[config.mk]
export PLATFORM = sky130hd
export DESIGN_NAME = tmrf_frame
export DESIGN_NICKNAME = d
export VERILOG_FILES = /design/src/rtl/tmrf_pkg.sv /design/src/rtl/tmrf_count.sv /design/src/rtl/tmrf_cmp.sv /design/src/rtl/tmrf_frame.sv
export SDC_FILE = /design/constraint.sdc
export NUM_CORES = 1
export LEC_CHECK = 0
export BUFFER_PORTS_ARGS = -buffer_cell sky130_fd_sc_hd__buf_2
export CAP_MARGIN = 30
export CORE_MARGIN = 2
export CORE_UTILIZATION = 50
export DETAILED_ROUTE_END_ITERATION = 6
export GPL_TIMING_DRIVEN = 0
export HOLD_SLACK_MARGIN = 0.1
export MAX_ROUTING_LAYER = met4
export PLACE_DENSITY = 0.68
export SLEW_MARGIN = 20
export SYNTH_ARGS = -nofsm -noshare
export SYNTH_HDL_FRONTEND = slang
export SYNTH_SLANG_ARGS = --single-unit
[constraint.sdc]
create_clock -name clk -period 9.05 [get_ports clk]
set_input_delay 1.81 -clock clk [delete_from_list [all_inputs] [get_ports clk]]
set_output_delay 1.81 -clock clk [all_outputs]
set_load 0.02 [all_outputs]
[src/rtl/tmrf_pkg.sv]
`timescale 1ns/1ps
package tmrf_pkg;

   localparam int unsigned REG_W = 32;

   // control word bit positions
   localparam int unsigned CTL_EN_BIT  = 0;
   localparam int unsigned CTL_MSK_BIT = 1;
   localparam int unsigned CTL_STS_BIT = 2;

   // frame offsets
   localparam logic [7:0] OFS_CNT_LO   = 8'h08;
   localparam logic [7:0] OFS_CNT_HI   = 8'h0C;
   localparam logic [7:0] OFS_FREQ     = 8'h10;
   localparam logic [7:0] OFS_TMR_BASE = 8'h28;
   localparam logic [7:0] TMR_STRIDE   = 8'h10;
   localparam logic [7:0] SUB_DELAY    = 8'h00;
   localparam logic [7:0] SUB_CTRL     = 8'h04;

   typedef enum int {TMR_PHYS = 0, TMR_VIRT = 1} tmr_kind_e;

   typedef struct packed {
      logic en;
      logic msk;
   } tmr_ctl_t;

   function automatic logic [7:0] tmr_ofs(input int idx, input logic [7:0] sub);
      return OFS_TMR_BASE + 8'(idx) * TMR_STRIDE + sub;
   endfunction

endpackage

[src/rtl/tmrf_count.sv]
`timescale 1ns/1ps
module tmrf_count #(
   parameter int unsigned CNT_W    = 64,
   parameter logic [63:0] CNT_INIT = 64'h0
) (
   input  logic        clk,
   input  logic        rst_n,
   output logic [63:0] count
);
   localparam int unsigned PAD_W = 64 - CNT_W;

   logic [CNT_W-1:0] cnt_q;

   always_ff @(posedge clk) begin
      if (!rst_n) cnt_q <= CNT_INIT[CNT_W-1:0];
      else        cnt_q <= cnt_q + CNT_W'(1);
   end

   generate
      if (PAD_W == 0) begin : g_full
         assign count = cnt_q;
      end else begin : g_pad
         assign count = {{PAD_W{1'b0}}, cnt_q};
      end
   endgenerate

   // the count moves forward by one on every clock once out of reset
   p_count_step_r1: assert property (@(posedge clk) disable iff (!rst_n)
      $past(rst_n) |-> cnt_q == $past(cnt_q) + CNT_W'(1));

endmodule

[src/rtl/tmrf_cmp.sv]
`timescale 1ns/1ps
module tmrf_cmp
   import tmrf_pkg::*;
#(
   parameter int unsigned DAT_W = 32,
   parameter int unsigned CMP_W = 64
) (
   input  logic             clk,
   input  logic             rst_n,
   input  logic [CMP_W-1:0] now,
   input  logic             wr_delay,
   input  logic             wr_ctrl,
   input  logic [DAT_W-1:0] wdata,
   output logic [DAT_W-1:0] delay_rd,
   output logic [DAT_W-1:0] ctrl_rd,
   output logic             irq
);
   localparam int unsigned EXT_W = CMP_W - DAT_W;

   if (CMP_W <= DAT_W) begin : g_bad_width
      $error("tmrf_cmp: compare width must exceed data width");
   end

   tmr_ctl_t         ctl_q;
   logic [CMP_W-1:0] cval_q;
   logic [CMP_W-1:0] delay_ext;
   logic             status;

   assign delay_ext = {{EXT_W{wdata[DAT_W-1]}}, wdata};

   always_ff @(posedge clk) begin
      if (!rst_n) begin
         ctl_q  <= '0;
         cval_q <= '1;
      end else begin
         if (wr_ctrl) begin
            ctl_q.en  <= wdata[CTL_EN_BIT];
            ctl_q.msk <= wdata[CTL_MSK_BIT];
         end
         if (wr_delay) cval_q <= now + delay_ext;
      end
   end

   assign status   = (now >= cval_q);
   assign irq      = ctl_q.en & status & ~ctl_q.msk;
   assign delay_rd = DAT_W'(cval_q - now);

   always_comb begin
      ctrl_rd              = '0;
      ctrl_rd[CTL_EN_BIT]  = ctl_q.en;
      ctrl_rd[CTL_MSK_BIT] = ctl_q.msk;
      ctrl_rd[CTL_STS_BIT] = status;
   end

   // a fresh delay reads back one count lower in the next cycle
   p_delay_readback_r10: assert property (@(posedge clk) disable iff (!rst_n)
      wr_delay |=> delay_rd == $past(wdata) - DAT_W'(1));

   // setting the mask silences the line in the next cycle
   p_mask_quiet_r8: assert property (@(posedge clk) disable iff (!rst_n)
      (wr_ctrl && wdata[CTL_MSK_BIT]) |=> !irq);

   // clearing the enable silences the line in the next cycle
   p_disable_quiet_r9: assert property (@(posedge clk) disable iff (!rst_n)
      (wr_ctrl && !wdata[CTL_EN_BIT]) |=> !irq);

   // once reached, the condition stays met until a new delay is loaded
   p_status_holds_r6: assert property (@(posedge clk) disable iff (!rst_n)
      (status && !wr_delay) |=> status);

endmodule

[src/rtl/tmrf_frame.sv]
`timescale 1ns/1ps
module tmrf_frame
   import tmrf_pkg::*;
#(
   parameter int unsigned CNT_W        = 64,
   parameter logic [63:0] CNT_INIT     = 64'h0,
   parameter int unsigned ADDR_W       = 8,
   parameter bit          USE_FREQ_PIN = 1'b0,
   parameter logic [31:0] FREQ_HZ      = 32'd50_000_000
) (
   input  logic              clk,
   input  logic              rst_n,
   input  logic [63:0]       cfg_voff,
   input  logic [31:0]       cfg_freq,
   input  logic              reg_we,
   input  logic [ADDR_W-1:0] reg_addr,
   input  logic [31:0]       reg_wdata,
   output logic [31:0]       reg_rdata,
   output logic              irq_phys,
   output logic              irq_virt
);
   localparam int unsigned N_TMR = 2;
   localparam int unsigned CMP_W = 64;

   if (CNT_W < 56 || CNT_W > 64) begin : g_bad_cnt_w
      $error("tmrf_frame: CNT_W must be within 56..64");
   end
   if (ADDR_W < 8) begin : g_bad_addr_w
      $error("tmrf_frame: ADDR_W must be at least 8");
   end

   logic [63:0] phys_cnt;
   logic [63:0] voff_q;
   logic [63:0] virt_cnt;
   logic [31:0] freq_val;

   logic [CMP_W-1:0] tmr_now   [N_TMR];
   logic [31:0]      tmr_delay [N_TMR];
   logic [31:0]      tmr_ctrl  [N_TMR];
   logic [N_TMR-1:0] tmr_irq;
   logic [N_TMR-1:0] hit_delay;
   logic [N_TMR-1:0] hit_ctrl;

   tmrf_count #(
      .CNT_W    (CNT_W),
      .CNT_INIT (CNT_INIT)
   ) u_count (
      .clk   (clk),
      .rst_n (rst_n),
      .count (phys_cnt)
   );

   always_ff @(posedge clk) begin
      if (!rst_n) voff_q <= cfg_voff;
   end

   assign virt_cnt = phys_cnt - voff_q;

   generate
      if (USE_FREQ_PIN) begin : g_freq_pin
         assign freq_val = cfg_freq;
      end else begin : g_freq_param
         logic unused_freq;
         assign unused_freq = ^cfg_freq;
         assign freq_val    = FREQ_HZ;
      end
   endgenerate

   generate
      for (genvar t = 0; t < N_TMR; t++) begin : g_tmr
         if (t == TMR_VIRT) begin : g_src_virt
            assign tmr_now[t] = virt_cnt;
         end else begin : g_src_phys
            assign tmr_now[t] = phys_cnt;
         end

         assign hit_delay[t] = reg_we && (reg_addr == ADDR_W'(tmr_ofs(t, SUB_DELAY)));
         assign hit_ctrl[t]  = reg_we && (reg_addr == ADDR_W'(tmr_ofs(t, SUB_CTRL)));

         tmrf_cmp #(
            .DAT_W (32),
            .CMP_W (CMP_W)
         ) u_cmp (
            .clk      (clk),
            .rst_n    (rst_n),
            .now      (tmr_now[t]),
            .wr_delay (hit_delay[t]),
            .wr_ctrl  (hit_ctrl[t]),
            .wdata    (reg_wdata),
            .delay_rd (tmr_delay[t]),
            .ctrl_rd  (tmr_ctrl[t]),
            .irq      (tmr_irq[t])
         );
      end
   endgenerate

   always_comb begin
      reg_rdata = '0;
      if (reg_addr == ADDR_W'(OFS_CNT_LO)) reg_rdata = virt_cnt[31:0];
      if (reg_addr == ADDR_W'(OFS_CNT_HI)) reg_rdata = virt_cnt[63:32];
      if (reg_addr == ADDR_W'(OFS_FREQ))   reg_rdata = freq_val;
      for (int t = 0; t < N_TMR; t++) begin
         if (reg_addr == ADDR_W'(tmr_ofs(t, SUB_DELAY))) reg_rdata = tmr_delay[t];
         if (reg_addr == ADDR_W'(tmr_ofs(t, SUB_CTRL)))  reg_rdata = tmr_ctrl[t];
      end
   end

   assign irq_phys = tmr_irq[TMR_PHYS];
   assign irq_virt = tmr_irq[TMR_VIRT];

   // the offset captured in reset holds while the frame runs
   p_voff_held_r2: assert property (@(posedge clk) disable iff (!rst_n)
      $past(rst_n) |-> voff_q == $past(voff_q));

endmodule

# ---- After elaboration in Yosys (flattened, before gate mapping)
# Cells that the tools add are included.
dict set report classes {
  bitwise_logic 6
  n_mux 7
  magnitude_cmp 2
  eq_ne 7
  addsub 6
  reduce_logical 4
}
# op count
set op_table {}
lappend op_table {{32-bit two-way mux} 7}
lappend op_table {{64-bit adder} 2}
lappend op_table {{64-bit greater-or-equal comparator} 2}
lappend op_table {{64-bit by 1-bit adder with 64-bit output (second input constant)} 1}
lappend op_table {{32-bit subtractor} 2}
lappend op_table {{64-bit subtractor} 1}
lappend op_table {{8-bit by 6-bit == test with 1-bit output (second input constant)} 4}
lappend op_table {{8-bit by 4-bit == test with 1-bit output (second input constant)} 2}
lappend op_table {{8-bit by 5-bit == test with 1-bit output (second input constant)} 1}
lappend op_table {{1-bit bitwise AND} 4}
lappend op_table {{1-bit logical AND} 4}
lappend op_table {{1-bit inverter} 2}
dict set report word_totals {
  reg_bits 260
  in_bits 139
  output_inout_bits 34
}

# ---- Longest topological paths before layout
dict set report depth {
  word_depth 8
  depth_mapped 26
  ltp_nobuf 26
}

# ---- Modules after synthesis
# A second synthesis with hierarchy kept.
dict set report hier_totals {
  hier_cells 3893
  area_unflattened_um2 29573.4
}
# mod cells_per_inst seq_area_each_um2 area_per_inst_um2 n_inst
set modules_own_cells {}
lappend modules_own_cells {{tmrf_cmp (g_tmr[1].u_cmp)} 1293 1321.3 9526.6 1}
lappend modules_own_cells {{tmrf_cmp (g_tmr[0].u_cmp)} 1292 1321.3 9495.4 1}
lappend modules_own_cells {tmrf_frame 967 1921.8 7657.3 1}
lappend modules_own_cells {tmrf_count 341 1281.2 2894.0 1}

# ---- Worst setup path after synthesis
# No wires, ideal clock.
dict set report synth_path {
  kind {register to output}
  startpoint {reg u_count.cnt_q[0], in the netlist u_count.count[0]}
  endpoint {out reg_rdata[31]}
  t_required_ns 7.240
  stages_incl_launch_ff 25
  arrival_ns 5.068
  path_buffers 0
  slack_ns 2.172
  path_cell_list {dfxtp_1 -> inv_1 -> ha_1 -> inv_1 -> fa_1 -> a21o_1 -> a31o_2 -> a211o_1 -> a21oi_1 -> o221ai_1 -> a21oi_1 -> xor2_1 -> inv_1 -> ha_1 -> a21o_1 -> a21o_1 -> a21oi_1 -> o211ai_1 -> or3_1 -> o22ai_1 -> a31oi_1 -> a31o_2 -> a21oi_1 -> xor2_1 -> o211ai_1}
}
dict set report synth_between {
  elab_chain_len 8
}
# element line_no
set synth_lines {}
lappend synth_lines {{from (decl)} tmrf_count.sv:12} ;# logic [CNT_W-1:0] cnt_q;
lappend synth_lines {{from (signal assigned)} tmrf_count.sv:15} ;# if (!rst_n) cnt_q <= CNT_INIT[CNT_W-1:0];
lappend synth_lines {{from (signal assigned)} tmrf_count.sv:16} ;# else cnt_q <= cnt_q + CNT_W'(1);
lappend synth_lines {{branches (longest 6 deep; another with 64-bit subtractor)} n/a}
lappend synth_lines {{32-bit two-way mux *} tmrf_frame.sv:103} ;# if (reg_addr == ADDR_W'(tmr_ofs(t, SUB_DELAY))) reg_rdata = tmr_delay[t];
lappend synth_lines {{32-bit two-way mux *} tmrf_frame.sv:104} ;# if (reg_addr == ADDR_W'(tmr_ofs(t, SUB_CTRL))) reg_rdata = tmr_ctrl[t];
lappend synth_lines {{to (decl)} tmrf_frame.sv:18} ;# output logic [31:0] reg_rdata,
# Mark *: on every way between the ends.

# ---- Worst setup path after layout
dict set report layout_path {
  startpoint {reg u_count.cnt_q[0], in the netlist u_count.count[0]}
  endpoint {out reg_rdata[2]}
}
dict set report layout_between {
  elab_chain_len 8
}
# element line_no
set layout_lines {}
lappend layout_lines {{branches (longest 7 deep; another with 64-bit subtractor)} n/a}
lappend layout_lines {{32-bit two-way mux *} tmrf_frame.sv:104}
# Marked as above.

==> results by group <==
STA
  – Max_slew headroom: 29.4%
  – Final setup vio count: 0
  – Final Max Tran Viols: 0
  – Fmax: 116 MHz
  – Fin crit period: 8.65 ns
  – Worst Tran Pin Value: 1.06 ns
  – Setup TNS: 0 ns
  – Fin crit share: 95.6%
  – RSZ-0062 raised after global routing: false
  – Hold Fails Final Rpt: 0
  – Worst Skew: 0.0252 ns
  – Final worst setup slack: 0.397 ns

Drt
  – DRC viols: 0
  – DR vias: 27400
  – Via/cell ratio: 6.13
  – Post-DRT Antenna Nets: 0
  – First drt pass iteration count: 6
  – Post-Route WL: 99100 um
  – Routed length per placed instance: 22.2 um
  – Initial DRC Count: 2830

Pwr
  – Int Power: 2.25 mW
  – Leakage: 15.1 nW
  – Worst vdd ir: 0.000128 V
  – Sw frac: 34.9%
  – Sequential share of power: 35.5%
  – NetSw: 1.21 mW
  – PwrDens: 115 nW/um2
  – Clock share of power: 36.4%
  – Gate power share: 28.0%

Clocking
  – Max H-tree Level: 1
  – Setup Fix Bufs, Post-CTS: 0
  – Clock Pin Slew Worst Setup and Hold Paths: 0.07 ns
  – Worst-Skew Late Latency: 0.62 ns
  – CTS Hold Buffers Added: 0
  – Num CTS Buffers: 31
  – Post-CTS Resized: 0
  – Clock Path Buffers: 3
  – Root buffer cell: clkbuf_16
  – CTS sink count: 260
  – CTS tree: done

Placed design
  – Dpl hpwl: 82400 um
  – Port-buffer cells: 139
  – Placer Congestion: 1.06
  – Place WS: 1.04 ns

Flow run
  – Max-cap violation count: 0

Final layout
  – Fillers: 5280
  – Fin nets: 4271
  – Multi-input logic area: 19800 um2
  – Most frequent cells in the layout: 380 x ha_1, 343 x a21oi_1, 339 x nand2_1
  – Commonest non-fill, non-tap cell in the layout: ha_1
  – Register area: 5850 um2
  – Area Growth Syn to Fin: 10.0%
  – Layout cells sized above 1: 6.84%

Logic synthesis
  – Post-synth EDFFs: 64
  – Ys flop type: dfxtp_1
  – Seq/Total Area, Yosys: 21.3%
  – Synthesized area: 27400 um2
  – Synthesis Warnings: 0
  – Syn nets: 4087
  – Post-Syn Instances: 3563
  – Ys async rst share: 0%
  – Synth Register Bits: 260
  – Average instance area after synthesis: 7.69 um2
  – Synth unique cells: 97

Worst setup path
  – Worst Setup EP: reg_rdata[2]
  – Reg-to-Reg End: g_tmr[1].u_cmp.cval_q[58]
  – Critical path arrival: 6.84 ns
  – Reg2Reg Depth: 24
  – CP startpoint: u_count.count[0]
  – Critical path launch point type: register
  – CP required: 7.24 ns
  – Worst r2r src: u_count.count[10]
  – Critical Path Fanout Max: 6
  – CP endpoint kind: output port
  – Setup Crit Path Kind: register to output port
  – Reg2reg setup slack: 2.17 ns

Run status
  – Run status: finished, final reports clean

Worst hold path
  – Type of the worst min-delay path: register to register
  – HP Start: g_tmr[0].u_cmp.cval_q[58]

Floorplanning
  – Core area: 54000 um2
  – Cell row count: 85
  – I/O pins: 173
  – Die width: 238 um
  – Starting density of the core: 50.7%
  – Die height: 238 um
  – Die ar.: 56700 um2

GRT
  – Total GRT Usage: 35.2%
  – First-pass GRT wire length: 148000 um
  – Initial antenna violation count: 1
  – Number of global-route vias before repair: 24500
  – Largest net degree at the start of global routing: 49
  – Total gr overflow: 0
## cells in the mapped netlist (103+ instances only)
| cell | instances | share of area (%) |
|---|---|---|
| xor2_1 | 103 | 3.3 |
| inv_1 | 316 | 4.3 |
| a21oi_1 | 343 | 6.3 |
| o21ai_0 | 212 | 3.9 |
| clkbuf_1 | 131 | 1.8 |
| nor2_1 | 228 | 3.1 |
| xnor2_1 | 163 | 5.2 |
| o211ai_1 | 117 | 3.2 |
| ha_1 | 380 | 17 |
| dfxtp_1 | 196 | 14 |
| nand2_1 | 339 | 4.6 |
| a21o_1 | 161 | 4.4 |
## cell type report
cell class / instances / area share (%)
clock buffer: 42 / 2.88
clock inverter: 16 / 0.411
timing repair buffer: 151 / 2.82
antenna: 1 / 0.00831
inverter: 319 / 3.97
tap: 696 / 2.89
buffer: 140 / 1.80
sequential: 260 / 19.4
multi-input combinational: 2844 / 65.8
## power by group through the flow
stage               clock network [mW]  registers (mW)  logic, mW
floorplan                            0            1.25      0.643
global placement                     0            1.26      0.924
detailed placement                   0            1.26      0.929
CTS                               1.27            1.23      0.935
global route                      1.32            1.23       1.05
finish                            1.26            1.23      0.970
## sequential cells by signal, summed over array words and instances, names as in the netlist
name                 count
g_tmr.u_cmp.cval_q     128
g_tmr.u_cmp.ctrl_rd      4
u_count.count           64
voff_q                  64
## worst min path at each step
stage / end / slack [ns] / cells after the start
after floorplan: g_tmr[0].u_cmp.cval_q[39] / 0.44 / 2
after global placement: g_tmr[1].u_cmp.cval_q[34] / 0.45 / 2
after detailed placement: g_tmr[0].u_cmp.cval_q[58] / 0.46 / 2
after CTS: g_tmr[1].u_cmp.cval_q[46] / 0.47 / 2
after global routing: g_tmr[1].u_cmp.cval_q[46] / 0.49 / 2
final: g_tmr[0].u_cmp.cval_q[58] / 0.47 / 2
## routing by layer
metal	up-vias	track usage, %	part of all wire, %
met2	1199	48.4	39
met4	0	13.5	4.5
met5	-	-	0
met3	163	5.82	10
met1	12800	50.9	46
li1	13300	-	-
## logic make-up (layout without fill, tap and decap cells)
group	after synthesis	count (layout)	share of synthesized area [%]
adder cells (fa/ha/maj)	385	385	17.7
other	0	1	0
AO/OA/AOI/OAI	1180	1180	28.2
flip-flops	260	260	21.3
XOR/XNOR	267	267	8.57
buffers and inverters	459	668	6.34
AND/OR/NAND/NOR	997	997	17.3
multiplexers	15	15	0.557
## metrics by stage
step | total power, mW | hold slack, ns | utilization (%) | std cells | cell area, um2
2_1_floorplan | 1.89 | 0.439 | - | 3563 | 27400
3_3_place_gp | 2.18 | 0.449 | 53.6 | 4398 | 29000
3_5_place_dp | 2.18 | 0.458 | 53.8 | 4406 | 29100
4_1_cts | 3.43 | 0.473 | 55.7 | 4464 | 30100
5_1_grt | 3.59 | 0.489 | 55.8 | 4469 | 30100
6_report | 3.46 | 0.468 | 55.8 | 4469 | 30100
## critical path, stage by stage (launching register included)
cell	delay, ns
dfxtp_1	0.48
inv_1	0.19
ha_1	0.23
inv_1	0.07
fa_1	0.21
a21o_1	0.14
a31o_2	0.20
a31oi_2	0.15
a31oi_1	0.39
o211ai_1	0.18
o2bb2ai_1	0.23
o31a_2	0.37
nor3_1	0.20
nor2_1	0.08
xnor2_1	0.72
ha_1	0.39
a21o_1	0.16
a21o_1	0.16
a21oi_1	0.14
nor2b_1	0.06
o2111ai_1	0.18
a31oi_1	0.10
nor2_1	0.14
o21ai_0	0.16
a211oi_1	0.27
buf_2	0.27
a32oi_1	0.14
buf_2	0.22
Power figures use the tool's default switching activity.
